==> config.mk <==
export PLATFORM = sky130hd
export DESIGN_NAME = repl_select
export DESIGN_NICKNAME = d
export VERILOG_FILES = /design/src/rtl/repl_pkg.sv /design/src/rtl/repl_rank_store.sv /design/src/rtl/repl_lfu_store.sv /design/src/rtl/repl_clock_store.sv /design/src/rtl/repl_lfsr.sv /design/src/rtl/repl_select.sv
export SDC_FILE = /design/constraint.sdc
export NUM_CORES = 1
export LEC_CHECK = 0
export BUFFER_PORTS_ARGS = -buffer_cell sky130_fd_sc_hd__buf_2
export CORE_UTILIZATION = 30
export CTS_CLUSTER_SIZE = 20
export DETAILED_ROUTE_END_ITERATION = 8
export PLACE_DENSITY_LB_ADDON = 0.2
export SLEW_MARGIN = 15
export SYNTH_ARGS = -nofsm -noshare
export SYNTH_HDL_FRONTEND = slang
export SYNTH_SLANG_ARGS = --single-unit
==> constraint.sdc <==
create_clock -name clk -period 7.05 [get_ports clk]
set_input_delay 1.0575 -clock clk [delete_from_list [all_inputs] [get_ports clk]]
set_output_delay 1.0575 -clock clk [all_outputs]
set_load 0.02 [all_outputs]
==> src/rtl/repl_pkg.sv <==
package repl_pkg;
  typedef enum logic [2:0] {
    POL_LRU   = 3'd0,
    POL_FIFO  = 3'd1,
    POL_MRU   = 3'd2,
    POL_LFU   = 3'd3,
    POL_CLOCK = 3'd4,
    POL_RAND  = 3'd5
  } repl_pol_e;
endpackage

==> src/rtl/repl_rank_store.sv <==
// Per-set rank table: an update moves the chosen way to rank 0 and ages
// every way that was younger than it.
module repl_rank_store #(
  parameter int WAYS = 4,
  parameter int SETS = 16
) (
  input  logic                            clk,
  input  logic                            rst,
  input  logic [$clog2(SETS)-1:0]         set_idx,
  input  logic                            upd,
  input  logic [$clog2(WAYS)-1:0]         upd_way,
  output logic [WAYS*$clog2(WAYS)-1:0]    row_o,
  output logic [$clog2(WAYS)-1:0]         oldest_o,
  output logic [$clog2(WAYS)-1:0]         newest_o
);
  localparam int RW = $clog2(WAYS);
  localparam logic [RW-1:0] TOP = RW'(WAYS - 1);

  logic [WAYS*RW-1:0] mem [SETS];
  logic [WAYS*RW-1:0] nxt;
  logic [RW-1:0]      tgt;

  assign row_o = mem[set_idx];
  assign tgt   = row_o[upd_way*RW +: RW];

  always_comb begin
    nxt = row_o;
    for (int w = 0; w < WAYS; w++) begin
      if (RW'(w) == upd_way)
        nxt[w*RW +: RW] = '0;
      else if (row_o[w*RW +: RW] < tgt)
        nxt[w*RW +: RW] = row_o[w*RW +: RW] + 1'b1;
    end
  end

  always_comb begin
    oldest_o = '0;
    newest_o = '0;
    for (int w = 0; w < WAYS; w++) begin
      if (row_o[w*RW +: RW] == TOP) oldest_o = RW'(w);
      if (row_o[w*RW +: RW] == '0)  newest_o = RW'(w);
    end
  end

  always_ff @(posedge clk) begin
    if (rst) begin
      for (int s = 0; s < SETS; s++)
        for (int w = 0; w < WAYS; w++)
          mem[s][w*RW +: RW] <= RW'(w);
    end else if (upd) begin
      mem[set_idx] <= nxt;
    end
  end
endmodule

==> src/rtl/repl_lfu_store.sv <==
// Per-set saturating use counters with lowest-count victim search.
module repl_lfu_store #(
  parameter int WAYS  = 4,
  parameter int SETS  = 16,
  parameter int CNT_W = 4
) (
  input  logic                        clk,
  input  logic                        rst,
  input  logic [$clog2(SETS)-1:0]     set_idx,
  input  logic                        touch,
  input  logic [$clog2(WAYS)-1:0]     touch_way,
  input  logic                        fill,
  input  logic [$clog2(WAYS)-1:0]     fill_way,
  output logic [WAYS*CNT_W-1:0]       row_o,
  output logic [$clog2(WAYS)-1:0]     victim_o
);
  localparam int RW = $clog2(WAYS);
  localparam logic [CNT_W-1:0] CMAX = {CNT_W{1'b1}};

  logic [WAYS*CNT_W-1:0] mem [SETS];
  logic [WAYS*CNT_W-1:0] nxt;
  logic [CNT_W-1:0]      best_c;

  assign row_o = mem[set_idx];

  always_comb begin
    nxt = row_o;
    if (fill)
      nxt[fill_way*CNT_W +: CNT_W] = CNT_W'(1);
    else if (touch && row_o[touch_way*CNT_W +: CNT_W] != CMAX)
      nxt[touch_way*CNT_W +: CNT_W] = row_o[touch_way*CNT_W +: CNT_W] + 1'b1;
  end

  always_comb begin
    victim_o = '0;
    best_c   = row_o[CNT_W-1:0];
    for (int w = 1; w < WAYS; w++) begin
      if (row_o[w*CNT_W +: CNT_W] < best_c) begin
        best_c   = row_o[w*CNT_W +: CNT_W];
        victim_o = RW'(w);
      end
    end
  end

  always_ff @(posedge clk) begin
    if (rst) begin
      for (int s = 0; s < SETS; s++) mem[s] <= '0;
    end else if (fill || touch) begin
      mem[set_idx] <= nxt;
    end
  end
endmodule

==> src/rtl/repl_clock_store.sv <==
// Per-set reference bits and sweep pointer for second-chance replacement.
module repl_clock_store #(
  parameter int WAYS = 4,
  parameter int SETS = 16
) (
  input  logic                        clk,
  input  logic                        rst,
  input  logic [$clog2(SETS)-1:0]     set_idx,
  input  logic                        touch,
  input  logic [$clog2(WAYS)-1:0]     touch_way,
  input  logic                        fill,
  input  logic [$clog2(WAYS)-1:0]     fill_way,
  output logic [WAYS-1:0]             refs_o,
  output logic [$clog2(WAYS)-1:0]     ptr_o,
  output logic [$clog2(WAYS)-1:0]     victim_o
);
  localparam int RW = $clog2(WAYS);

  logic [WAYS-1:0] refm [SETS];
  logic [RW-1:0]   ptrm [SETS];
  logic [WAYS-1:0] nrefs;
  logic [RW-1:0]   fill_dist;
  logic            found;

  assign refs_o    = refm[set_idx];
  assign ptr_o     = ptrm[set_idx];
  assign fill_dist = fill_way - ptr_o;

  always_comb begin
    victim_o = ptr_o;
    found    = 1'b0;
    for (int d = 0; d < WAYS; d++) begin
      if (!found && !refs_o[RW'(ptr_o + RW'(d))]) begin
        victim_o = RW'(ptr_o + RW'(d));
        found    = 1'b1;
      end
    end
  end

  always_comb begin
    nrefs = refs_o;
    if (fill) begin
      for (int w = 0; w < WAYS; w++) begin
        if (&refs_o || (RW'(RW'(w) - ptr_o) < fill_dist)) nrefs[w] = 1'b0;
      end
      nrefs[fill_way] = 1'b1;
    end else if (touch) begin
      nrefs[touch_way] = 1'b1;
    end
  end

  always_ff @(posedge clk) begin
    if (rst) begin
      for (int s = 0; s < SETS; s++) begin
        refm[s] <= '0;
        ptrm[s] <= '0;
      end
    end else begin
      if (fill || touch) refm[set_idx] <= nrefs;
      if (fill)          ptrm[set_idx] <= fill_way + 1'b1;
    end
  end
endmodule

==> src/rtl/repl_lfsr.sv <==
// Free-running 16-bit Fibonacci LFSR, taps 16/14/13/11.
module repl_lfsr #(
  parameter int          PICK_W = 2,
  parameter logic [15:0] SEED   = 16'hACE1
) (
  input  logic              clk,
  input  logic              rst,
  output logic [PICK_W-1:0] pick_o
);
  logic [15:0] q;

  always_ff @(posedge clk) begin
    if (rst) q <= SEED;
    else     q <= {q[14:0], q[15] ^ q[13] ^ q[12] ^ q[10]};
  end

  assign pick_o = q[PICK_W-1:0];
endmodule

==> src/rtl/repl_select.sv <==
module repl_select
  import repl_pkg::*;
#(
  parameter int          WAYS      = 4,
  parameter int          SETS      = 16,
  parameter int          CNT_W     = 4,
  parameter logic [15:0] LFSR_SEED = 16'hACE1
) (
  input  logic                        clk,
  input  logic                        rst,
  input  logic [2:0]                  policy,
  input  logic [$clog2(SETS)-1:0]     set_idx,
  input  logic                        touch,
  input  logic [$clog2(WAYS)-1:0]     touch_way,
  input  logic                        fill,
  input  logic [$clog2(WAYS)-1:0]     fill_way,
  output logic [$clog2(WAYS)-1:0]     victim_o,
  output logic [WAYS*CNT_W-1:0]       state_o,
  output logic [$clog2(WAYS)-1:0]     ptr_o
);
  localparam int RW = $clog2(WAYS);

  logic [WAYS*RW-1:0]    rec_row, arr_row;
  logic [RW-1:0]         rec_old, rec_new, arr_old, arr_new;
  logic [WAYS*CNT_W-1:0] cnt_row;
  logic [RW-1:0]         lfu_vic, clk_vic, clk_ptr, rnd_vic;
  logic [WAYS-1:0]       ref_row;
  logic                  rec_upd;
  logic [RW-1:0]         rec_way;
  logic [RW-1:0]         vic_c;
  logic [WAYS*CNT_W-1:0] disp_c;
  repl_pol_e             pol;

  assign pol     = repl_pol_e'(policy);
  assign rec_upd = touch | fill;
  assign rec_way = fill ? fill_way : touch_way;

  repl_rank_store #(.WAYS(WAYS), .SETS(SETS)) u_recency (
    .clk(clk), .rst(rst), .set_idx(set_idx), .upd(rec_upd), .upd_way(rec_way),
    .row_o(rec_row), .oldest_o(rec_old), .newest_o(rec_new)
  );

  repl_rank_store #(.WAYS(WAYS), .SETS(SETS)) u_arrival (
    .clk(clk), .rst(rst), .set_idx(set_idx), .upd(fill), .upd_way(fill_way),
    .row_o(arr_row), .oldest_o(arr_old), .newest_o(arr_new)
  );

  repl_lfu_store #(.WAYS(WAYS), .SETS(SETS), .CNT_W(CNT_W)) u_lfu (
    .clk(clk), .rst(rst), .set_idx(set_idx), .touch(touch), .touch_way(touch_way),
    .fill(fill), .fill_way(fill_way), .row_o(cnt_row), .victim_o(lfu_vic)
  );

  repl_clock_store #(.WAYS(WAYS), .SETS(SETS)) u_clock (
    .clk(clk), .rst(rst), .set_idx(set_idx), .touch(touch), .touch_way(touch_way),
    .fill(fill), .fill_way(fill_way), .refs_o(ref_row), .ptr_o(clk_ptr),
    .victim_o(clk_vic)
  );

  repl_lfsr #(.PICK_W(RW), .SEED(LFSR_SEED)) u_lfsr (
    .clk(clk), .rst(rst), .pick_o(rnd_vic)
  );

  // Victim and display selection; unassigned codes fall back to recency.
  always_comb begin
    case (pol)
      POL_FIFO:  vic_c = arr_old;
      POL_MRU:   vic_c = rec_new;
      POL_LFU:   vic_c = lfu_vic;
      POL_CLOCK: vic_c = clk_vic;
      POL_RAND:  vic_c = rnd_vic;
      default:   vic_c = rec_old;
    endcase
    for (int w = 0; w < WAYS; w++) begin
      case (pol)
        POL_FIFO:  disp_c[w*CNT_W +: CNT_W] = CNT_W'(arr_row[w*RW +: RW]);
        POL_LFU:   disp_c[w*CNT_W +: CNT_W] = cnt_row[w*CNT_W +: CNT_W];
        POL_CLOCK: disp_c[w*CNT_W +: CNT_W] = CNT_W'(ref_row[w]);
        POL_RAND:  disp_c[w*CNT_W +: CNT_W] = '0;
        default:   disp_c[w*CNT_W +: CNT_W] = CNT_W'(rec_row[w*RW +: RW]);
      endcase
    end
  end

  always_ff @(posedge clk) begin
    if (rst) begin
      victim_o <= '0;
      state_o  <= '0;
      ptr_o    <= '0;
    end else begin
      victim_o <= vic_c;
      state_o  <= disp_c;
      ptr_o    <= clk_ptr;
    end
  end
endmodule

# --- Word-level counts from Yosys, hierarchy flattened ---
# Memories as Yosys holds them, arrays and structs flattened.
# Cells that the tools add are included.
classes:
  magnitude_cmp: 23
  n_bitwise: 6
  n_addsub: 20
  n_shift: 7
  n_mux: 94
  eq_ne: 18
  reduce_logical: 27
ops:
  columns: ["cell", "count"]
  rows:
  - ["negation 4 -> 34 bit", 2]
  - ["variable shift 4 x 34 -> 16 bit, first input constant", 2]
  - ["one-hot mux 4 bit (4 select lines)", 4]
  - ["2-to-1 mux 2 bit", 29]
  - ["2-to-1 mux 16 bit", 3]
  - ["2-to-1 mux 4 bit", 10]
  - ["2-to-1 mux 1 bit", 37]
  - ["variable part select 4 x 34 -> 16 bit", 1]
  - ["variable part select 4 x 34 -> 16 bit, first input constant", 1]
  - ["bitwise mux 16 bit", 2]
  - ["less-than comparator 2 bit", 12]
  - ["adder 2 x 1 -> 2 bit, second input constant", 10]
  - ["less-than comparator 2 x 3 -> 1 bit, second input constant", 6]
  - ["2-to-1 mux 8 bit", 2]
  - ["OR reduction 16 bit", 1]
  - ["OR reduction 8 bit", 2]
  - ["variable part select 16 x 5 -> 4 bit", 1]
  - ["variable part select 8 x 4 -> 2 bit", 2]
  - ["== test 2 bit, second input constant", 6]
  - ["less-than comparator 4 bit", 3]
  - ["logical NOT 2 bit", 5]
  - ["one-hot mux 2 bit (5 select lines)", 1]
  - ["binary-select mux 1 bit (select 2 bit)", 4]
  - ["== test 2 bit, first input constant", 4]
  - ["other kinds (21)", 45]
word_totals:
  wordCells: 204
  output_inout_bits: 20
  mem_bits_rw: 608
  ff_bits: 36
  memories: 5
memory_table:
  columns: ["name", "words", "width", "read_ports", "rd_clocked_by_memory_dff", "wr", "line", "text"]
  rows:
  - ["u_lfu.mem", 16, 16, 1, 0, 16, "repl_lfu_store.sv:20", "logic [WAYS*CNT_W-1:0] mem [SETS];"]
  - ["u_arrival.mem", 16, 8, 1, 0, 16, "repl_rank_store.sv:19", "logic [WAYS*RW-1:0] mem [SETS];"]
  - ["u_recency.mem", 16, 8, 1, 0, 16, "repl_rank_store.sv:19", null]
  - ["u_clock.refm", 16, 4, 1, 0, 16, "repl_clock_store.sv:19", "logic [WAYS-1:0] refm [SETS];"]
  - ["u_clock.ptrm", 16, 2, 1, 0, 16, "repl_clock_store.sv:20", "logic [RW-1:0] ptrm [SETS];"]

# --- Depth between registers and ports, before layout ---
# Gate-level depths: netlist of the first run.
# An unclocked memory read counts as a cell.
logic_depth:
  depth_word: 14
  ltp_mapped: 27

# --- Cells and area by module ---
# From an unflattened synthesis of the first run, not the netlist that was laid out.
unflattened:
  cells_unflattened: 2422
  hier_area_um2: 31521.5
by_module_without_submodules:
  columns: ["module", "cells_per_inst", "n_inst", "area_per_inst_um2"]
  rows:
  - ["repl_rank_store", 491, 2, 6371.1]
  - ["repl_lfu_store", 901, 1, 12371.9]
  - ["repl_clock_store", 402, 1, 4968.5]
  - ["repl_select", 99, 1, 969.7]
  - ["repl_lfsr", 38, 1, 469.2]

# --- Least setup slack after synthesis of the first run ---
# OpenSTA, ideal clock, no wires.
synth_timing:
  kind: "input -> register"
  from: "input set_idx[2]"
  to: "register victim_o[1]"
  cell_stages: 23
  setup_time_ns: 0.120
  t_arrival_ns: 6.108
  slack_ns: 0.822
  path_cell_list: "buf_1 > buf_1 > buf_2 > clkbuf_1 > nor2_1 > a21oi_1 > ha_1 > or2_2 > a21oi_1 > a21oi_1 > mux2i_1 > ha_1 > o21ai_0 > o2bb2ai_1 > a2111oi_0 > o21bai_1 > o21ai_0 > ha_1 > nand4bb_1 > a221oi_1 > o21ai_0 > o311ai_0 > o31a_1"
synth_via:
  elab_chain_len: 14
  word_cells_on_any_way: 50
  classes_between: "add/sub (3); order compare (3); eq/ne (4); mux (25); reduce/logical (10); memory (5)"
synth_rtl:
  columns: ["item", "line", "text"]
  rows:
  - ["from (decl)", "repl_select.sv:12", "input logic [$clog2(SETS)-1:0] set_idx,"]
  - ["parallel branches: the longest is 13 deep, another holds memory read (16 x 16 bit)", null, null]
  - ["one-hot mux 2 bit (5 select lines) (*)", "repl_select.sv:65", "case (pol)"]
  - ["to (signal assigned)", "repl_select.sv:90", "victim_o <= vic_c;"]
  - ["to (decl)", "repl_select.sv:17", "output logic [$clog2(WAYS)-1:0] victim_o,"]
# Mark *: on every way between the ends. The select of a mux whose other input is x is not followed.
# A chain may end at the register's enable or synchronous reset.

# --- Final worst setup path of the first run ---
layout_timing:
  from: "input set_idx[3]"
  to: "register victim_o[1]"
# Same word-level chain as after synthesis.

==> results of run 1 <==
==> through the flow <==
stage	total power [mW]	worst slack, ns	utilization (%)
after floorplan	5.151	0.8221	-
after global placement	5.559	0.4416	32.07
after detailed placement	5.569	0.2931	32.07
after CTS	9.212	0.9075	34.34
after global routing	9.450	0.4802	34.34
final	9.149	0.7187	34.35
==> cells in the final DEF, fill, tap and decap left out, drive strengths merged, types with 12 or more instances in the layout <==
| master | netlist | routed |
|---|---|---|
| o21ai | 24 | 24 |
| clkinv | 0 | 24 |
| ha | 43 | 43 |
| a22oi | 27 | 27 |
| mux2 | 15 | 15 |
| nand3 | 12 | 12 |
| a21oi | 45 | 45 |
| nand2 | 216 | 216 |
| mux4 | 171 | 171 |
| nor2b | 17 | 17 |
| nor2 | 543 | 543 |
| a21o | 13 | 13 |
| buf | 61 | 116 |
| nand2b | 37 | 37 |
| and3 | 14 | 14 |
| inv | 32 | 35 |
| mux2i | 18 | 18 |
| or2 | 21 | 21 |
| dfxtp | 36 | 36 |
| clkbuf | 92 | 96 |
| edfxtp | 608 | 608 |
==> layout make-up <==
class,count,area [µm²]
diodes,3,7.507
clock buffers,96,1954
clock inverters,33,284.0
fillers,9645,64610
inverters,32,120.1
multi-input cells,1346,10050
flip-flops and latches,644,18980
well taps,1287,1610
repair buffers,116,802.0
==> worst register-to-register path: cells and delay by family, from the launching register on <==
kind                       cells  cell delay [ns]
AOI/OAI and AO/OA             12             2.76
DFF                            1             0.37
buffers and inverters          1             0.14
and+or+nand+nor                3             0.73
muxes                          2             0.71
adders and majority gates      3             0.79
==> path summary, 6_finish.rpt <==
check	end	cells after the start
worst max-delay path	victim_o[1]	22
worst min-delay path	u_lfsr.q[15]	1
worst max register to register	victim_o[1]	21
worst min register to register	u_lfsr.q[15]	1
==> logic make-up (layout without fill, tap and decap cells) <==
logic type / after synthesis / count (layout) / share of synthesized area (%)
flip-flops: 644 / 644 / 63.73
AND/OR/NAND/NOR: 897 / 897 / 12.50
XOR/XNOR: 9 / 9 / 0.2647
adder cells (fa/ha/maj): 45 / 45 / 1.941
other: 0 / 3 / 0
AO/OA/AOI/OAI: 191 / 191 / 4.757
buffers and inverters: 185 / 277 / 2.702
multiplexers: 204 / 204 / 14.11
==> sequential cells by signal, summed over array words and instances, names as in the netlist <==
name           flops
u_lfu.mem        256
u_clock.ptrm      32
state_o           16
ptr_o              2
u_recency.mem    128
victim_o           2
u_lfsr.q          16
u_arrival.mem    128
u_clock.refm      64
==> power groups by stage <==
stage / sequential (mW) / clock, mW / combinational, mW
6_report: 4.36 / 3.66 / 1.13
2_1_floorplan: 4.43 / 0 / 0.716
5_1_grt: 4.37 / 3.87 / 1.21
3_3_place_gp: 4.44 / 0 / 1.12
3_5_place_dp: 4.44 / 0 / 1.13
4_1_cts: 4.36 / 3.72 / 1.13
==> metal layers <==
layer	track usage, %	vias to the layer above	share of wire, %
li1	-	8116	-
met1	26.04	9908	43
met2	31.56	741	48
met3	3.169	139	6.3
met4	5.081	6	2.5
met5	0	-	0.045
==> results.json, run 1 <==
{
  "drc": 0,
  "detail_route.vias_per_cell": 5.316,
  "yosys_warnings": 0,
  "fp.dieH_um": 317.1,
  "ctsHoldBuffers": 0,
  "finalInstanceArea_um2": 33810,
  "crit_family": "compound AO/OA/AOI/OAI gates",
  "netSwitchingPower_mw": 2.375,
  "hold-worst-slack_ns": 0.4097,
  "power.density_nw_per_um2": 270.6,
  "dp_hpwl_mm": 61.00,
  "critPathKind": "primary input to register",
  "critPathBufInv": 2,
  "start_util_pct": 30.26,
  "worstPathRequired_ns": 7.57,
  "rsz0062_at_grt": "false",
  "clk_latency_ns": 0.63,
  "fmax_mhz": 157.9,
  "cts-buffers-inserted": 70,
  "cp-startpoint": "set_idx[3]",
  "cts_tree": "done",
  "nNetsFinal": 2270,
  "area_delta_synth_final_pct": 13.53,
  "core_um2": 98420,
  "layout.cells.non_filler": 3557,
  "syn_avg_cell_area_um2": 13.69,
  "clockBufferDepth": 3,
  "setup_tns_ns": 0,
  "path_cells": "buf_2 > and2_1 > a22o_1 > or2_1 > inv_1 > ha_1 > or2_2 > a21oi_1 > a21oi_1 > mux2i_1 > ha_1 > o21ai_0 > o2bb2ai_1 > a2111oi_0 > o21bai_1 > o21ai_0 > ha_1 > nand4bb_1 > a221oi_1 > o21ai_0 > o311ai_0 > o31a_1",
  "row_count": 115,
  "cp-end-kind": "register",
  "synth_top_area_share_pct": 61.31,
  "drtIter0Drc": 2002,
  "status": "completed",
  "max_stage_delay_ns": 0.63,
  "cp-start-kind": "primary input",
  "synth-seq-cells": 644,
  "die_x_um": 317.1,
  "p_int_mw": 6.774,
  "drtAntennaViolNets": 0,
  "async_reset_ff_share_pct": 0,
  "hold_violations": 0,
  "drive_above_1_share_pct": 20.34,
  "fin_crit_sh_pct": 89.81,
  "cts_setup_buffers": 0,
  "grt_pass1_wl_mm": 137.6,
  "overflow": 0,
  "regToRegStartpoint": "u_lfu.mem[11][2]",
  "seq_area_frac_synth_pct": 63.73,
  "cts_sinks": 644,
  "first_global_vias": 18914,
  "ir_drop_mv": 0.2224,
  "yosys.area.top_type": "edfxtp_1",
  "place.gp.congestion": 0.9160,
  "dp.cells": 3425,
  "synth_area_leaders": "edfxtp_1, mux4_2, nor2_1, nand2_1, dfxtp_1",
  "synth_edf_count": 608,
  "hp-class": "register to register",
  "slowest_stage": "a2111oi_0",
  "post_cts_resized": 0,
  "min_from": "u_lfsr.q[14]",
  "setup_viol_count_final": 0,
  "maxCapViolations": 0,
  "clk_pin_slew_ns": 0.07,
  "clkPwrFrac_pct": 40.0,
  "root_buffer": "clkbuf_16",
  "synth_area_um2": 29780,
  "synth_common_cells": "edfxtp_1, nor2_1, nand2_1",
  "leakagePower_nw": 11.20,
  "wl_mm": 95.98,
  "grt_antenna_before_repair": 5,
  "grt_use_total_pct": 19.13,
  "drt_first_pass_iters": 6,
  "synth_ff_type": "edfxtp_1",
  "wl_per_cell_um": 26.98,
  "boundaryPins": 35,
  "synthCells": 2175,
  "synthMostInstantiatedCell": "edfxtp_1",
  "via_count": 18910,
  "dieArea_um2": 100500,
  "place_area_um2": 31560,
  "grt_max_degree": 42,
  "cp_max_fo": 23,
  "seq_power_share_pct": 47.7,
  "place.port_buffers": 34,
  "syn_nets": 2235,
  "fin_worst_skew_ns": 0.02503,
  "r2r_slack_ns": 1.44,
  "post-route-min-period_ns": 6.331,
  "cts_max_level": 3,
  "maxSlewHeadroom_pct": 26.93,
  "sw_frac_of_total_pct": 25.95,
  "comb_power_share_pct": 12.4,
  "maxSlewViolCount": 0,
  "synth_cell_type_count": 66,
  "critPathArrivalTime_ns": 6.85,
  "tightest_slew_ns": 1.068
}
(Power assumes the default switching activity.)
==> run 2, diff against run 1 <==
--- a/config.mk
+++ b/config.mk
@@ -6,6 +6,7 @@
 export NUM_CORES = 1
 export LEC_CHECK = 0
 export BUFFER_PORTS_ARGS = -buffer_cell sky130_fd_sc_hd__buf_2
+export CORE_MARGIN = 2
 export CORE_UTILIZATION = 30
 export CTS_CLUSTER_SIZE = 20
 export DETAILED_ROUTE_END_ITERATION = 8
==> results.json, run 2 (synthesis results as in run 1) <==
{
  "tightest_slew_ns": 1.207,
  "clkPwrFrac_pct": 38.9,
  "fp.dieH_um": 319.1,
  "leakagePower_nw": 11.19,
  "pre_cts_slack_ns": 0.3459,
  "root_buffer": "clkbuf_16",
  "r2r_cells": 21,
  "cts_tree": "done",
  "row_count": 115,
  "fillers": 9656,
  "clk_latency_ns": 0.63,
  "cts-buffers-inserted": 69,
  "max_stage_delay_ns": 0.66,
  "setup_viol_count_final": 0,
  "routed-wl-met3_mm": 6.276,
  "grt_max_degree": 76,
  "ir_drop_mv": 0.1885,
  "top_regs": "u_lfu.mem x256, u_arrival.mem x128, u_recency.mem x128",
  "wl_mm": 95.85,
  "cp-end-kind": "register",
  "grt_antenna_before_repair": 4,
  "start_util_pct": 30.26,
  "core_um2": 98420,
  "comb_power_share_pct": 12.7,
  "nNetsFinal": 2273,
  "sw_frac_of_total_pct": 25.75,
  "netSwitchingPower_mw": 2.325,
  "drive_above_1_share_pct": 20.37,
  "cp-start-kind": "primary input",
  "cts_setup_buffers": 0,
  "drtIter0Drc": 1998,
  "status": "completed",
  "cts_sinks": 644,
  "maxSlewHeadroom_pct": 19.51,
  "clockBufferDepth": 3,
  "hp-class": "register to register",
  "wl_per_cell_um": 26.99,
  "slowest_stage": "a2111oi_0",
  "multi_input_comb_area_um2": 10050,
  "first_global_vias": 19256,
  "critPathKind": "primary input to register",
  "hold-worst-slack_ns": 0.4086,
  "critPathArrivalTime_ns": 6.64,
  "detail_route.vias_per_cell": 5.282,
  "cts_max_level": 3,
  "via_count": 18756,
  "seq_power_share_pct": 48.3,
  "path_cells": "buf_6 > buf_4 > mux4_2 > a22o_1 > or2_1 > inv_1 > ha_1 > or2_2 > a21oi_1 > a21oi_1 > mux2i_1 > ha_1 > o21ai_0 > o2bb2ai_1 > a2111oi_0 > o21bai_1 > o21ai_0 > ha_1 > nand4bb_1 > a221oi_1 > o21ai_0 > o311ai_0 > o31a_1",
  "area_delta_synth_final_pct": 13.32,
  "worstReg2RegEnd": "victim_o[1]",
  "largest_register": "u_lfu.mem",
  "whs_path_depth": 1,
  "post-route-min-period_ns": 6.129,
  "grt_use_total_pct": 18.85,
  "final_common_cell": "edfxtp_1",
  "boundaryPins": 35,
  "place.gp.congestion": 0.8612,
  "r2r_slack_ns": 1.46,
  "dp_hpwl_mm": 60.20,
  "ctsHoldBuffers": 0,
  "drc": 0,
  "wl_met2_mm": 46.18,
  "place.port_buffers": 34,
  "met1_length_mm": 40.39,
  "largest_reg_flops": 256,
  "p_int_mw": 6.704,
  "layout_setup_ws_ns": 0.9210,
  "worstPathRequired_ns": 7.56,
  "drtAntennaViolNets": 0,
  "min_to": "u_lfsr.q[6]",
  "clk_pin_slew_ns": 0.06,
  "die_x_um": 319.1,
  "rsz0062_at_grt": "false",
  "maxSlewViolCount": 0,
  "dieArea_um2": 101800,
  "regToRegStartpoint": "u_lfu.mem[8][2]",
  "power.density_nw_per_um2": 267.6,
  "cp_max_fo": 18,
  "drt_first_pass_iters": 5,
  "setup_tns_ns": 0,
  "grt_pass1_wl_mm": 138.9,
  "top_layer": "met5",
  "fmax_mhz": 163.2,
  "seqCellArea_um2": 18980,
  "overflow": 0,
  "hold_violations": 0,
  "post_cts_resized": 0,
  "final_cell_mix": "edfxtp_1, nor2_1, nand2_1",
  "min_from": "u_lfsr.q[5]",
  "fin_crit_sh_pct": 86.94,
  "maxCapViolations": 0,
  "fin_worst_skew_ns": 0.02352
}
==> run 2: critical path: cells and delay by family <==
family / cells / cell delay, ns
AOI/OAI and AO/OA: 12 / 2.76
adders and majority gates: 3 / 0.77
and+or+nand+nor: 3 / 0.72
buffers and inverters: 3 / 0.69
muxes: 2 / 0.57
==> run 2: cell type report <==
type | count | share of cell area, %
diodes | 1 | 0.007416
clock buffers | 91 | 5.577
clock inverters | 30 | 0.7230
inverters | 32 | 0.3560
multi-input cells | 1346 | 29.78
flip-flops and latches | 644 | 56.24
well taps | 1287 | 4.772
repair buffers | 120 | 2.540
==> run 2: how the worst max path moves through the flow <==
stage / cells past startpoint / endpoint / from
floorplan: 23 / victim_o[1] / set_idx[2]
global placement: 23 / victim_o[0] / set_idx[1]
finish: 23 / victim_o[1] / set_idx[1]
detailed placement: 23 / victim_o[1] / set_idx[1]
CTS: 23 / victim_o[1] / set_idx[1]
global route: 23 / victim_o[1] / set_idx[1]
==> run 2: power groups by stage <==
stage / sequential [mW] / clock [mW] / combinational [mW]
2_1_floorplan: 4.43 / 0 / 0.716
3_3_place_gp: 4.44 / 0 / 1.14
3_5_place_dp: 4.44 / 0 / 1.15
4_1_cts: 4.36 / 3.58 / 1.15
5_1_grt: 4.37 / 3.72 / 1.23
6_report: 4.36 / 3.52 / 1.15
==> run 2: per-layer routing <==
layer | up-vias | GRT usage, %
li1 | 8113 | -
met1 | 9758 | 25.44
met2 | 704 | 31.02
met5 | - | 0
met3 | 175 | 3.175
met4 | 6 | 5.881
==> run 2: metrics by stage <==
stage	area [µm²]	utilization (%)	instances	power, mW
6_report	33740	34.29	3551	9.029
5_1_grt	33740	34.28	3550	9.331
4_1_cts	33740	34.28	3550	9.101
3_5_place_dp	31610	32.12	3429	5.594
3_3_place_gp	31610	32.12	3429	5.583
2_1_floorplan	29780	-	2175	5.151
